===== src/rtl/csm_pkg.sv =====
package csm_pkg;
    typedef enum logic [1:0] {
        ST_IDLE = 2'd0,
        ST_ACC  = 2'd1,
        ST_MISS = 2'd2,
        ST_HOLD = 2'd3
    } csm_st_e;

    localparam int unsigned MISS_CYCLES = 16;
    localparam int unsigned QUARTERS    = 4;
endpackage


===== src/rtl/csm_decode.sv =====
module csm_decode #(
    parameter int NB = 8,
    parameter int AW = 32,
    localparam int IW = $clog2(NB)
) (
    input  logic [AW-1:0]    addr,
    input  logic [NB*AW-1:0] base,
    input  logic [NB*AW-1:0] mask,
    input  logic [NB-1:0]    valid,
    output logic             hit,
    output logic [IW-1:0]    idx
);
    logic [NB-1:0] match;

    // One comparator per bank.
    for (genvar g = 0; g < NB; g++) begin : g_bank
        assign match[g] = valid[g] &&
            (((addr ^ base[g*AW +: AW]) & mask[g*AW +: AW]) == '0);
    end

    // The lowest index wins: scan from the top so that later loop passes overwrite.
    always_comb begin
        hit = |match;
        idx = '0;
        for (int i = NB - 1; i >= 0; i--) begin
            if (match[i]) idx = i[IW-1:0];
        end
    end
endmodule


===== src/rtl/csm_shape.sv =====
module csm_shape #(
    parameter int WW = 4,
    localparam int CW = (WW + 1 > 5) ? WW + 1 : 5
) (
    input  logic [WW-1:0] wait_cnt,
    input  logic          relax,
    output logic [CW-1:0] len,
    output logic [CW-1:0] str_lo,
    output logic [CW-1:0] str_hi
);
    logic [CW-1:0] weff;
    logic [CW-1:0] half;

    always_comb begin
        weff = (wait_cnt == '0) ? CW'(1) : CW'(wait_cnt);
        half = weff >> 1;
        if (relax) begin
            len    = weff << 1;
            str_lo = half + CW'(1);
            str_hi = half + weff;
        end else begin
            len    = weff;
            str_lo = CW'(1);
            str_hi = weff;
        end
    end
endmodule


===== src/rtl/csm_seq.sv =====
module csm_seq
    import csm_pkg::*;
#(
    parameter int NB = 8,
    parameter int WW = 4,
    localparam int IW = $clog2(NB),
    localparam int CW = (WW + 1 > 5) ? WW + 1 : 5
) (
    input  logic          clk,
    input  logic          rst_n,
    input  logic          req,
    input  logic          wr,
    input  logic          early_ack,
    input  logic          hit,
    input  logic [IW-1:0] idx,
    input  logic [CW-1:0] len_in,
    input  logic [CW-1:0] lo_in,
    input  logic [CW-1:0] hi_in,
    input  logic          ehold_in,
    input  logic          bctl_in,
    input  logic          wide_in,
    output logic          ack,
    output logic          err,
    output logic [NB-1:0] cs_n,
    output logic          oe_n,
    output logic          we_n,
    output logic          bctl_n,
    output logic          port_wide
);
    typedef struct packed {
        csm_st_e       st;
        logic [1:0]    ph;
        logic [IW-1:0] bank;
        logic          wr;
        logic [CW-1:0] cnt;
        logic [CW-1:0] len;
        logic [CW-1:0] lo;
        logic [CW-1:0] hi;
        logic          fin;
        logic          ehold;
        logic          bctl;
        logic          wide;
    } seq_t;

    localparam logic [1:0] LAST_Q = 2'(QUARTERS - 1);

    seq_t s_d, s_q;
    logic boundary;
    logic strobe;
    logic [CW-1:0] cnt_inc;

    assign boundary = (s_q.ph == LAST_Q);
    assign cnt_inc  = s_q.cnt + CW'(1);

    always_comb begin
        s_d    = s_q;
        s_d.ph = s_q.ph + 2'd1;
        if (boundary) begin
            unique case (s_q.st)
                ST_IDLE: begin
                    if (req) begin
                        s_d.cnt = CW'(1);
                        s_d.wr  = wr;
                        if (hit) begin
                            s_d.st    = ST_ACC;
                            s_d.bank  = idx;
                            s_d.len   = len_in;
                            s_d.lo    = lo_in;
                            s_d.hi    = hi_in;
                            s_d.fin   = (len_in == CW'(1));
                            s_d.ehold = ehold_in;
                            s_d.bctl  = bctl_in;
                            s_d.wide  = wide_in;
                        end else begin
                            s_d.st    = ST_MISS;
                            s_d.fin   = 1'b0;
                            s_d.ehold = 1'b0;
                            s_d.bctl  = 1'b0;
                            s_d.wide  = 1'b0;
                        end
                    end
                end
                ST_ACC: begin
                    if (s_q.fin) begin
                        s_d.st  = (s_q.ehold && !s_q.wr) ? ST_HOLD : ST_IDLE;
                        s_d.fin = 1'b0;
                    end else begin
                        s_d.cnt = cnt_inc;
                        s_d.fin = (cnt_inc == s_q.len) || early_ack;
                    end
                end
                ST_MISS: begin
                    if (s_q.fin) begin
                        s_d.st  = ST_IDLE;
                        s_d.fin = 1'b0;
                    end else begin
                        s_d.cnt = cnt_inc;
                        s_d.fin = (cnt_inc == CW'(MISS_CYCLES));
                    end
                end
                default: begin
                    s_d.st = ST_IDLE;
                end
            endcase
        end
    end

    always_ff @(posedge clk or negedge rst_n) begin
        if (!rst_n) begin
            s_q <= '{st: ST_IDLE, default: '0};
        end else begin
            s_q <= s_d;
        end
    end

    // Outputs decoded from the registered state and the current quarter.
    always_comb begin
        cs_n = '1;
        if (s_q.st == ST_ACC) cs_n[s_q.bank] = 1'b0;
    end

    assign strobe    = (s_q.st == ST_ACC) && (s_q.cnt >= s_q.lo) && (s_q.cnt <= s_q.hi);
    assign oe_n      = !(strobe && !s_q.wr);
    assign we_n      = !(strobe && s_q.wr &&
                         !(boundary && ((s_q.cnt == s_q.hi) || s_q.fin)));
    assign ack       = (s_q.st == ST_ACC) && s_q.fin;
    assign err       = (s_q.st == ST_MISS) && s_q.fin;
    assign bctl_n    = !((s_q.st == ST_ACC) && s_q.bctl);
    assign port_wide = (s_q.st == ST_ACC) && s_q.wide;
endmodule


===== src/rtl/csm_top.sv =====
module csm_top #(
    parameter int NB = 8,
    parameter int AW = 32,
    parameter int WW = 4,
    localparam int IW = $clog2(NB),
    localparam int CW = (WW + 1 > 5) ? WW + 1 : 5
) (
    input  logic             clk,
    input  logic             rst_n,
    input  logic             req,
    input  logic             wr,
    input  logic [AW-1:0]    addr,
    input  logic             early_ack,
    input  logic [NB*AW-1:0] cfg_base,
    input  logic [NB*AW-1:0] cfg_mask,
    input  logic [NB-1:0]    cfg_valid,
    input  logic [NB-1:0]    cfg_wide,
    input  logic [NB*WW-1:0] cfg_wait,
    input  logic [NB-1:0]    cfg_relax,
    input  logic [NB-1:0]    cfg_ehold,
    input  logic [NB-1:0]    cfg_bctl,
    output logic             ack,
    output logic             err,
    output logic [NB-1:0]    cs_n,
    output logic             oe_n,
    output logic             we_n,
    output logic             bctl_n,
    output logic             port_wide
);
    logic          hit;
    logic [IW-1:0] idx;
    logic [WW-1:0] sel_wait;
    logic [CW-1:0] len, str_lo, str_hi;

    csm_decode #(.NB(NB), .AW(AW)) u_dec (
        .addr  (addr),
        .base  (cfg_base),
        .mask  (cfg_mask),
        .valid (cfg_valid),
        .hit   (hit),
        .idx   (idx)
    );

    assign sel_wait = cfg_wait[idx*WW +: WW];

    csm_shape #(.WW(WW)) u_shape (
        .wait_cnt (sel_wait),
        .relax    (cfg_relax[idx]),
        .len      (len),
        .str_lo   (str_lo),
        .str_hi   (str_hi)
    );

    csm_seq #(.NB(NB), .WW(WW)) u_seq (
        .clk       (clk),
        .rst_n     (rst_n),
        .req       (req),
        .wr        (wr),
        .early_ack (early_ack),
        .hit       (hit),
        .idx       (idx),
        .len_in    (len),
        .lo_in     (str_lo),
        .hi_in     (str_hi),
        .ehold_in  (cfg_ehold[idx]),
        .bctl_in   (cfg_bctl[idx]),
        .wide_in   (cfg_wide[idx]),
        .ack       (ack),
        .err       (err),
        .cs_n      (cs_n),
        .oe_n      (oe_n),
        .we_n      (we_n),
        .bctl_n    (bctl_n),
        .port_wide (port_wide)
    );
endmodule


===== config.mk =====
export PLATFORM = sky130hd
export DESIGN_NAME = csm_top
export DESIGN_NICKNAME = d
export VERILOG_FILES = /design/src/rtl/csm_pkg.sv /design/src/rtl/csm_decode.sv /design/src/rtl/csm_shape.sv /design/src/rtl/csm_seq.sv /design/src/rtl/csm_top.sv
export SDC_FILE = /design/constraint.sdc
export NUM_CORES = 1
export LEC_CHECK = 0
export BUFFER_PORTS_ARGS = -buffer_cell sky130_fd_sc_hd__buf_2
export CAP_MARGIN = 20
export CORE_AREA = 4 4 242 244
export DETAILED_ROUTE_END_ITERATION = 6
export DIE_AREA = 0 0 246 248
export RECOVER_POWER = 100
export SLEW_MARGIN = 15
export SYNTH_ARGS = -nofsm -noshare
export SYNTH_HDL_FRONTEND = slang
export SYNTH_HIERARCHICAL = 1
export SYNTH_SLANG_ARGS = --single-unit

===== constraint.sdc =====
create_clock -name clk -period 2 [get_ports clk]
set_clock_uncertainty 0.15 [all_clocks]
set_input_delay 0.2 -clock clk [delete_from_list [all_inputs] [get_ports clk]]
set_output_delay 0.2 -clock clk [all_outputs]
set_load 0.05 [all_outputs]

---- Word level (Yosys, flattened, before mapping) ----
Cells that the tools add are included.
word-level totals
  bits in registers ....................... 32
  output and inout bits ................... 14
  logic and storage cells ................. 133
operators by class
  $add $sub $neg .......................... 4
  magnitude comparators ................... 5
  equal/unequal tests ..................... 11
  shifts and indexed selects .............. 1
  multiplexer cells ....................... 37
  bitwise logic cells ..................... 17
  reduce and logical (&&, ||, !) cells .... 46
operator list
  cell                 count
  $and 32x32->32       8
  $logic_not 32->1     8
  $xor 32x32->32       8
  $shiftx 32x6->4      1
  $mux 24              1
  $mux 3               8
  $logic_and 1x1->1    20
  $mux 5               4
  $mux 15              1
  $bmux 1 s3           4
  $reduce_and 4->1     3
  $eq 5x5->1           2
  $mux 2               5
  $pmux 5 s2           1
  $lt 3x4->1 const B   2
  $mux 4               2
  $mux 8               1
  $not 8->8            1
  $reduce_or 8->1      1
  $mux 1               7
  $pmux 2 s3           1
  $reduce_and 3->1     2
  $add 4x1->5 const B  1
  $add 4x5->5          1
  other kinds (20)     28

---- Longest topological paths before layout ----
  depth after elaboration ................. 20
  mapped depth ............................ 22
  mapped depth without buffers ............ 19

---- Hierarchy ----
Netlist, hierarchy kept.
modules (own cells, without submodules)
  module      times used  cells an instance  area an instance (µm²)
  csm_decode  1           470                3787.4
  csm_seq     1           179                1918.1
  csm_top     1           29                 550.5
  csm_shape   1           44                 280.3

---- Least setup slack after synthesis ----
Ideal clock, no wire load.
  path type ............................... input to register
  from .................................... input port addr[17]
  to ...................................... register u_seq/s_q[3] (netlist name)
  setup time .............................. 70 ps
  arrival ................................. 4287 ps
  required time ........................... 1780 ps
  setup slack ............................. -2506 ps
  cell stages on the path ................. 21
  buffers on the path ..................... 3
  cell sequence ........................... clkbuf_1 > xor2_1 > a221oi_2 > nand3_1 > or4_4 > o21ai_1 > a21boi_1 > o22ai_1 > buf_6 > buf_12 > mux4_1 > mux2_2 > inv_1 > ha_1 > nor3b_2 > nand2b_1 > nor2_1 > nor4b_1 > and4_2 > a221oi_1 > nand3_1
between the ends
  cells in the longest elaborated chain, start to end .. 20
ends and longest elaborated chain
  element               RTL line          text
  start, declared       csm_top.sv:12     input logic [AW-1:0] addr,
  $xor 32x32->32        csm_decode.sv:18  (((addr ^ base[g*AW +: AW]) & mask[g*AW +: AW]) == '0);
  $and 32x32->32        csm_decode.sv:18
  $logic_not 32->1      csm_decode.sv:18
  $logic_and 1x1->1     csm_decode.sv:17  assign match[g] = valid[g] &&
  $mux 3 (7 in a row)   csm_decode.sv:26  if (match[i]) idx = i[IW-1:0];
  $mux 3 *              csm_decode.sv:26
  via idx[0]            csm_top.sv:31     logic [IW-1:0] idx;
  $shiftx 32x6->4 *     csm_top.sv:44     assign sel_wait = cfg_wait[idx*WW +: WW];
  via sel_wait[2]       csm_top.sv:32     logic [WW-1:0] sel_wait;
  $logic_not 4->1 *     csm_shape.sv:15   weff = (wait_cnt == '0) ? CW'(1) : CW'(wait_cnt);
  $mux 4 *              csm_shape.sv:15
  $mux 5 *              csm_shape.sv:17   if (relax) begin
  via len[4]            csm_top.sv:33     logic [CW-1:0] len, str_lo, str_hi;
  $eq 5x1->1 *          csm_seq.sv:70     s_d.fin = (len_in == CW'(1));
  $mux 4 *              csm_seq.sv:64     if (hit) begin
  $mux 24 *             csm_seq.sv:61     if (req) begin
  $pmux 1 s3 *          csm_seq.sv:59     unique case (s_q.st)
  end signal, assigned  csm_seq.sv:110    s_q <= '{st: ST_IDLE, default: '0};
  end signal, assigned  csm_seq.sv:112    s_q <= s_d;
  end, declared         csm_seq.sv:47     seq_t s_d, s_q;
Mark *: on every way through the listed nets, which the timed path passes. The rest lies on a longest branch. The select of a mux whose other input is x is not followed.
A chain may end at the register's enable or synchronous reset.

---- Worst setup path after layout ----
  from .................................... input port addr[24]
  to ...................................... register u_seq/s_q[3] (netlist name)
between the ends
  cells in the longest elaborated chain, start to end .. 20
ends and longest elaborated chain
  element              RTL line
  $xor 32x32->32       csm_decode.sv:18
  $and 32x32->32       csm_decode.sv:18
  $logic_not 32->1     csm_decode.sv:18
  $logic_and 1x1->1    csm_decode.sv:17
  $mux 3 (7 in a row)  csm_decode.sv:26
  $mux 3 *             csm_decode.sv:26
  via idx[0]           csm_top.sv:31
  $shiftx 32x6->4 *    csm_top.sv:44
  via sel_wait[3]      csm_top.sv:32
  $logic_not 4->1      csm_shape.sv:15
  $mux 4 *             csm_shape.sv:15
  $mux 5 *             csm_shape.sv:17
  via len[4]           csm_top.sv:33
  $eq 5x1->1 *         csm_seq.sv:70
  $mux 4 *             csm_seq.sv:64
  $mux 24 *            csm_seq.sv:61
  $pmux 1 s3 *         csm_seq.sv:59
Marked as above.

==> impl_metrics.tcl <==
set metrics [dict create \
    hold_viol_final 0 \
    synth_cells 722 \
    seq_area_sq_um 801 \
    grt_max_degree 33 \
    clock.fmax_mhz 233 \
    synth_top_area_share 0.347 \
    setup_ws_ns -2.30 \
    antenna_found_initial 128 \
    cts_sinks 32 \
    post-dp-hpwl_microns 65900 \
    grt_overflow 0 \
    synth.most_common_cell "xor2_1" \
    synth_top_cell_by_area "xor2_1" \
    drt_wl_total_microns 71100 \
    numPortBuffers 634 \
    largest_register_ffs 32 \
    clkSlewWorstSetupHoldPaths_ns 0.05 \
    row_count 87 \
    drv_cap 0 \
    p_sw_frac 0.427 \
    multi_input_area_sq_um 5920 \
    syn_to_final_growth_pct 97.5 \
    pwr-share-comb 0.700 \
    syn-num-nets 1364 \
    synth_adder_area_share 0.0413 \
    routabilityCongestion 0.959 \
    synthSimpleGateAreaFrac 0.114 \
    viasPerCell 4.17 \
    die_x_microns 246 \
    status "finished, violations left" \
    vias 9566 \
    ant_nets 0 \
    p_seq_frac 0.158 \
    remaining_drc_errors 0 \
    synth-main-ff-cell "dfrtp_1" \
    root_buffer "clkbuf_16" \
    cp.arrival_ns 4.36 \
    final.min_clock_period_ns 4.30 \
    grt_use_total 0.220 \
    synth_top_family_by_area "XOR/XNOR gates" \
    firstDrtPassIters 5 \
    die_h_microns 248 \
    synthTopCellsByCount "xor2_1 (259), a22oi_1 (56), nand2_1 (35)" \
    syn_avg_cell_area_sq_um 9.05 \
    violations "setup timing" \
    synth_xor_area_frac 0.361 \
    core_sq_um 56300 \
    synth_edf_count 0 \
    p_int_mw 2.90 \
    yosysWarningCount 6 \
    grt_pass1_wl_microns 88100 \
    slew_violations 0 \
    grt_pass1_vias 9674 \
    p_leak_nw 6.44 \
    max_flop_register "u_seq/s_q" \
    p_per_area_nw_per_um2 393 \
    cts.htree.levels 2 \
    fin_crit_sh 2.15 \
    relSlewSlack 0.439 \
    synth-compound-area-share 0.196 \
    async_flop_share 1.00 \
    min_path_type "in -> reg" \
    critPathLaunchType "input port" \
    power.switching_mw 2.16 \
    io_pins 635 \
    crit_type "in -> reg" \
    fillers 6332 \
    seq_area_frac_synth 0.123 \
    worst_slew_pin_slew_ns 0.841 \
    rsz0062_at_grt "yes" \
    biggestRegsByFlops "u_seq/s_q x32" \
    pwr-share-clk 0.141 \
    cts_tree "yes" \
    end_kind "flip-flop" \
    yosysUniqueCellTypes 64 \
    mappedNetlistArea_sq_um 6540 \
    vdd_drop_max_v 0.000475 \
    drive_gt1_frac 0.637 \
    wl_per_cell_microns 31.0 \
    synth.area.top_cells "xor2_1 (35%), dfrtp_1 (12%), a22oi_1 (6.4%)" \
    cts_buffers 5 \
    dr.first_iter.drc_count 740 \
    pre_cts_ws_ns -3.02 \
    initial_core_util 0.116 \
    die_area_sq_um 61000 \
    nets 2147 \
    synthMuxAreaShare 0.114 \
    critPathMaxFanout 5 \
    setup_viol 26 \
    required_ns 2.06 \
    ys_seq_elements 32 \
    tns_ns -41.72 \
    clockBufferDepth 2 \
    clock_latency_ns 0.28 \
]
power by group through the flow:
stage / Sequential (mW) / Clock (mW) / Combinational (mW)
after detailed placement: 0.803 / 0 / 3.27
final: 0.801 / 0.717 / 3.55
after global placement: 0.799 / 0 / 3.26
after floorplan: 0.806 / 0 / 1.52
after CTS: 0.795 / 0.734 / 3.46
after global routing: 0.810 / 0.766 / 3.80
logic make-up after synthesis:
group                      after synthesis
DFF                                     32
xor gates and xnor gates               268
buffers and inverters                   63
and+or+nand+nor                        130
muxes                                   45
AOI/OAI and AO/OA                      162
adders and majority gates               21
other                                    1
critical path, stage by stage:
cell	delay, ns
buf_4	0.18
xor2_1	0.18
a222oi_1	0.34
nand4_1	0.29
or4_4	0.58
o21ai_4	0.09
a21boi_4	0.09
o22ai_4	0.21
buf_12	0.16
mux4_2	0.48
mux2_4	0.30
inv_4	0.07
ha_4	0.14
nor3b_4	0.20
nand2b_4	0.18
nor2_4	0.04
nor4b_2	0.23
and4_2	0.24
a221oi_2	0.04
nand3_1	0.10
cell type report:
class / instances / area share
diodes: 35 / 0.00678
clock buffers: 6 / 0.00998
clock inverters: 1 / 0.000388
inverters: 20 / 0.00659
multi-input cells: 627 / 0.459
flip-flops and latches: 32 / 0.0620
well taps: 756 / 0.0733
repair buffers: 819 / 0.382
layout by cell type (no fill, tap or decap), types with 5 or more instances in the layout:
| master | synthesis | layout |
|---|---|---|
| ha_4 | 0 | 5 |
| a221oi_2 | 3 | 16 |
| a221oi_1 | 27 | 14 |
| clkbuf_2 | 0 | 6 |
| diode_2 | 0 | 35 |
| clkbuf_16 | 0 | 6 |
| a22o_1 | 28 | 28 |
| mux4_2 | 1 | 16 |
| nand2_1 | 35 | 31 |
| nand3_1 | 26 | 23 |
| xor2_2 | 0 | 6 |
| nor3_2 | 0 | 5 |
| dfrtp_1 | 32 | 32 |
| nand4_1 | 21 | 21 |
| xnor2_1 | 8 | 6 |
| buf_2 | 14 | 607 |
| buf_12 | 1 | 14 |
| a22oi_1 | 56 | 52 |
| xor2_1 | 259 | 253 |
| a222oi_1 | 8 | 8 |
| mux2_4 | 0 | 14 |
| o21ai_0 | 11 | 7 |
| nor2b_1 | 6 | 5 |
| mux2_2 | 29 | 14 |
| o21ai_2 | 0 | 5 |
| buf_6 | 5 | 25 |
| inv_1 | 18 | 15 |
| buf_4 | 3 | 157 |
| ha_1 | 20 | 15 |
what timing repair did:
action | CTS | global route
pin swaps | 35 | 38
resized for setup | 124 | 44
setup buffers | 21 | 18
hold buffers | 1 | 0
cloned | 1 | 1
setup endpoints to repair | 30 | 32
hold endpoints to repair | 32 | 0
path summary, 6_finish.rpt:
path                                           start                         to  slack [ns]  cells after the start
setup / recovery                            addr[24]   u_seq/s_q[3]$_DFFE_PN0P_       -2.30                     20
hold / removal                                    wr  u_seq/s_q[24]$_DFFE_PN0P_        0.02                      2
setup reg to reg           u_seq/s_q[19]$_DFFE_PN0P_   u_seq/s_q[3]$_DFFE_PN0P_       -0.07                      6
hold reg to reg              u_seq/s_q[28]$_DFF_PN0_    u_seq/s_q[28]$_DFF_PN0_        0.28                      1
max in group asynchronous                      rst_n   u_seq/s_q[4]$_DFFE_PN0P_        0.75                      2
min in group asynchronous                      rst_n   u_seq/s_q[0]$_DFFE_PN0P_        0.42                      2
routing by layer:
layer / track usage / part of all wire / vias to the layer above
li1: - / - / 4288
met5: 0.0207 / 0.0046 / -
met1: 0.280 / 0.42 / 4417
met3: 0.104 / 0.13 / 164
met4: 0.0364 / 0.024 / 48
met2: 0.343 / 0.43 / 649
stage by stage:
step | utilization | total power [mW] | cell area (sq um) | std cells | hold slack (ns)
4_1_cts | 0.222 | 4.99 | 12500 | 2246 | 0.0121
3_5_place_dp | 0.208 | 4.07 | 11700 | 2220 | 0.170
6_report | 0.229 | 5.07 | 12900 | 2296 | 0.0221
3_3_place_gp | 0.208 | 4.06 | 11700 | 2220 | 0.154
2_1_floorplan | - | 2.32 | 6720 | 722 | -0.246
5_1_grt | 0.228 | 5.38 | 12800 | 2271 | 0.0205
No activity file was read; power rests on OpenSTA's default activity.
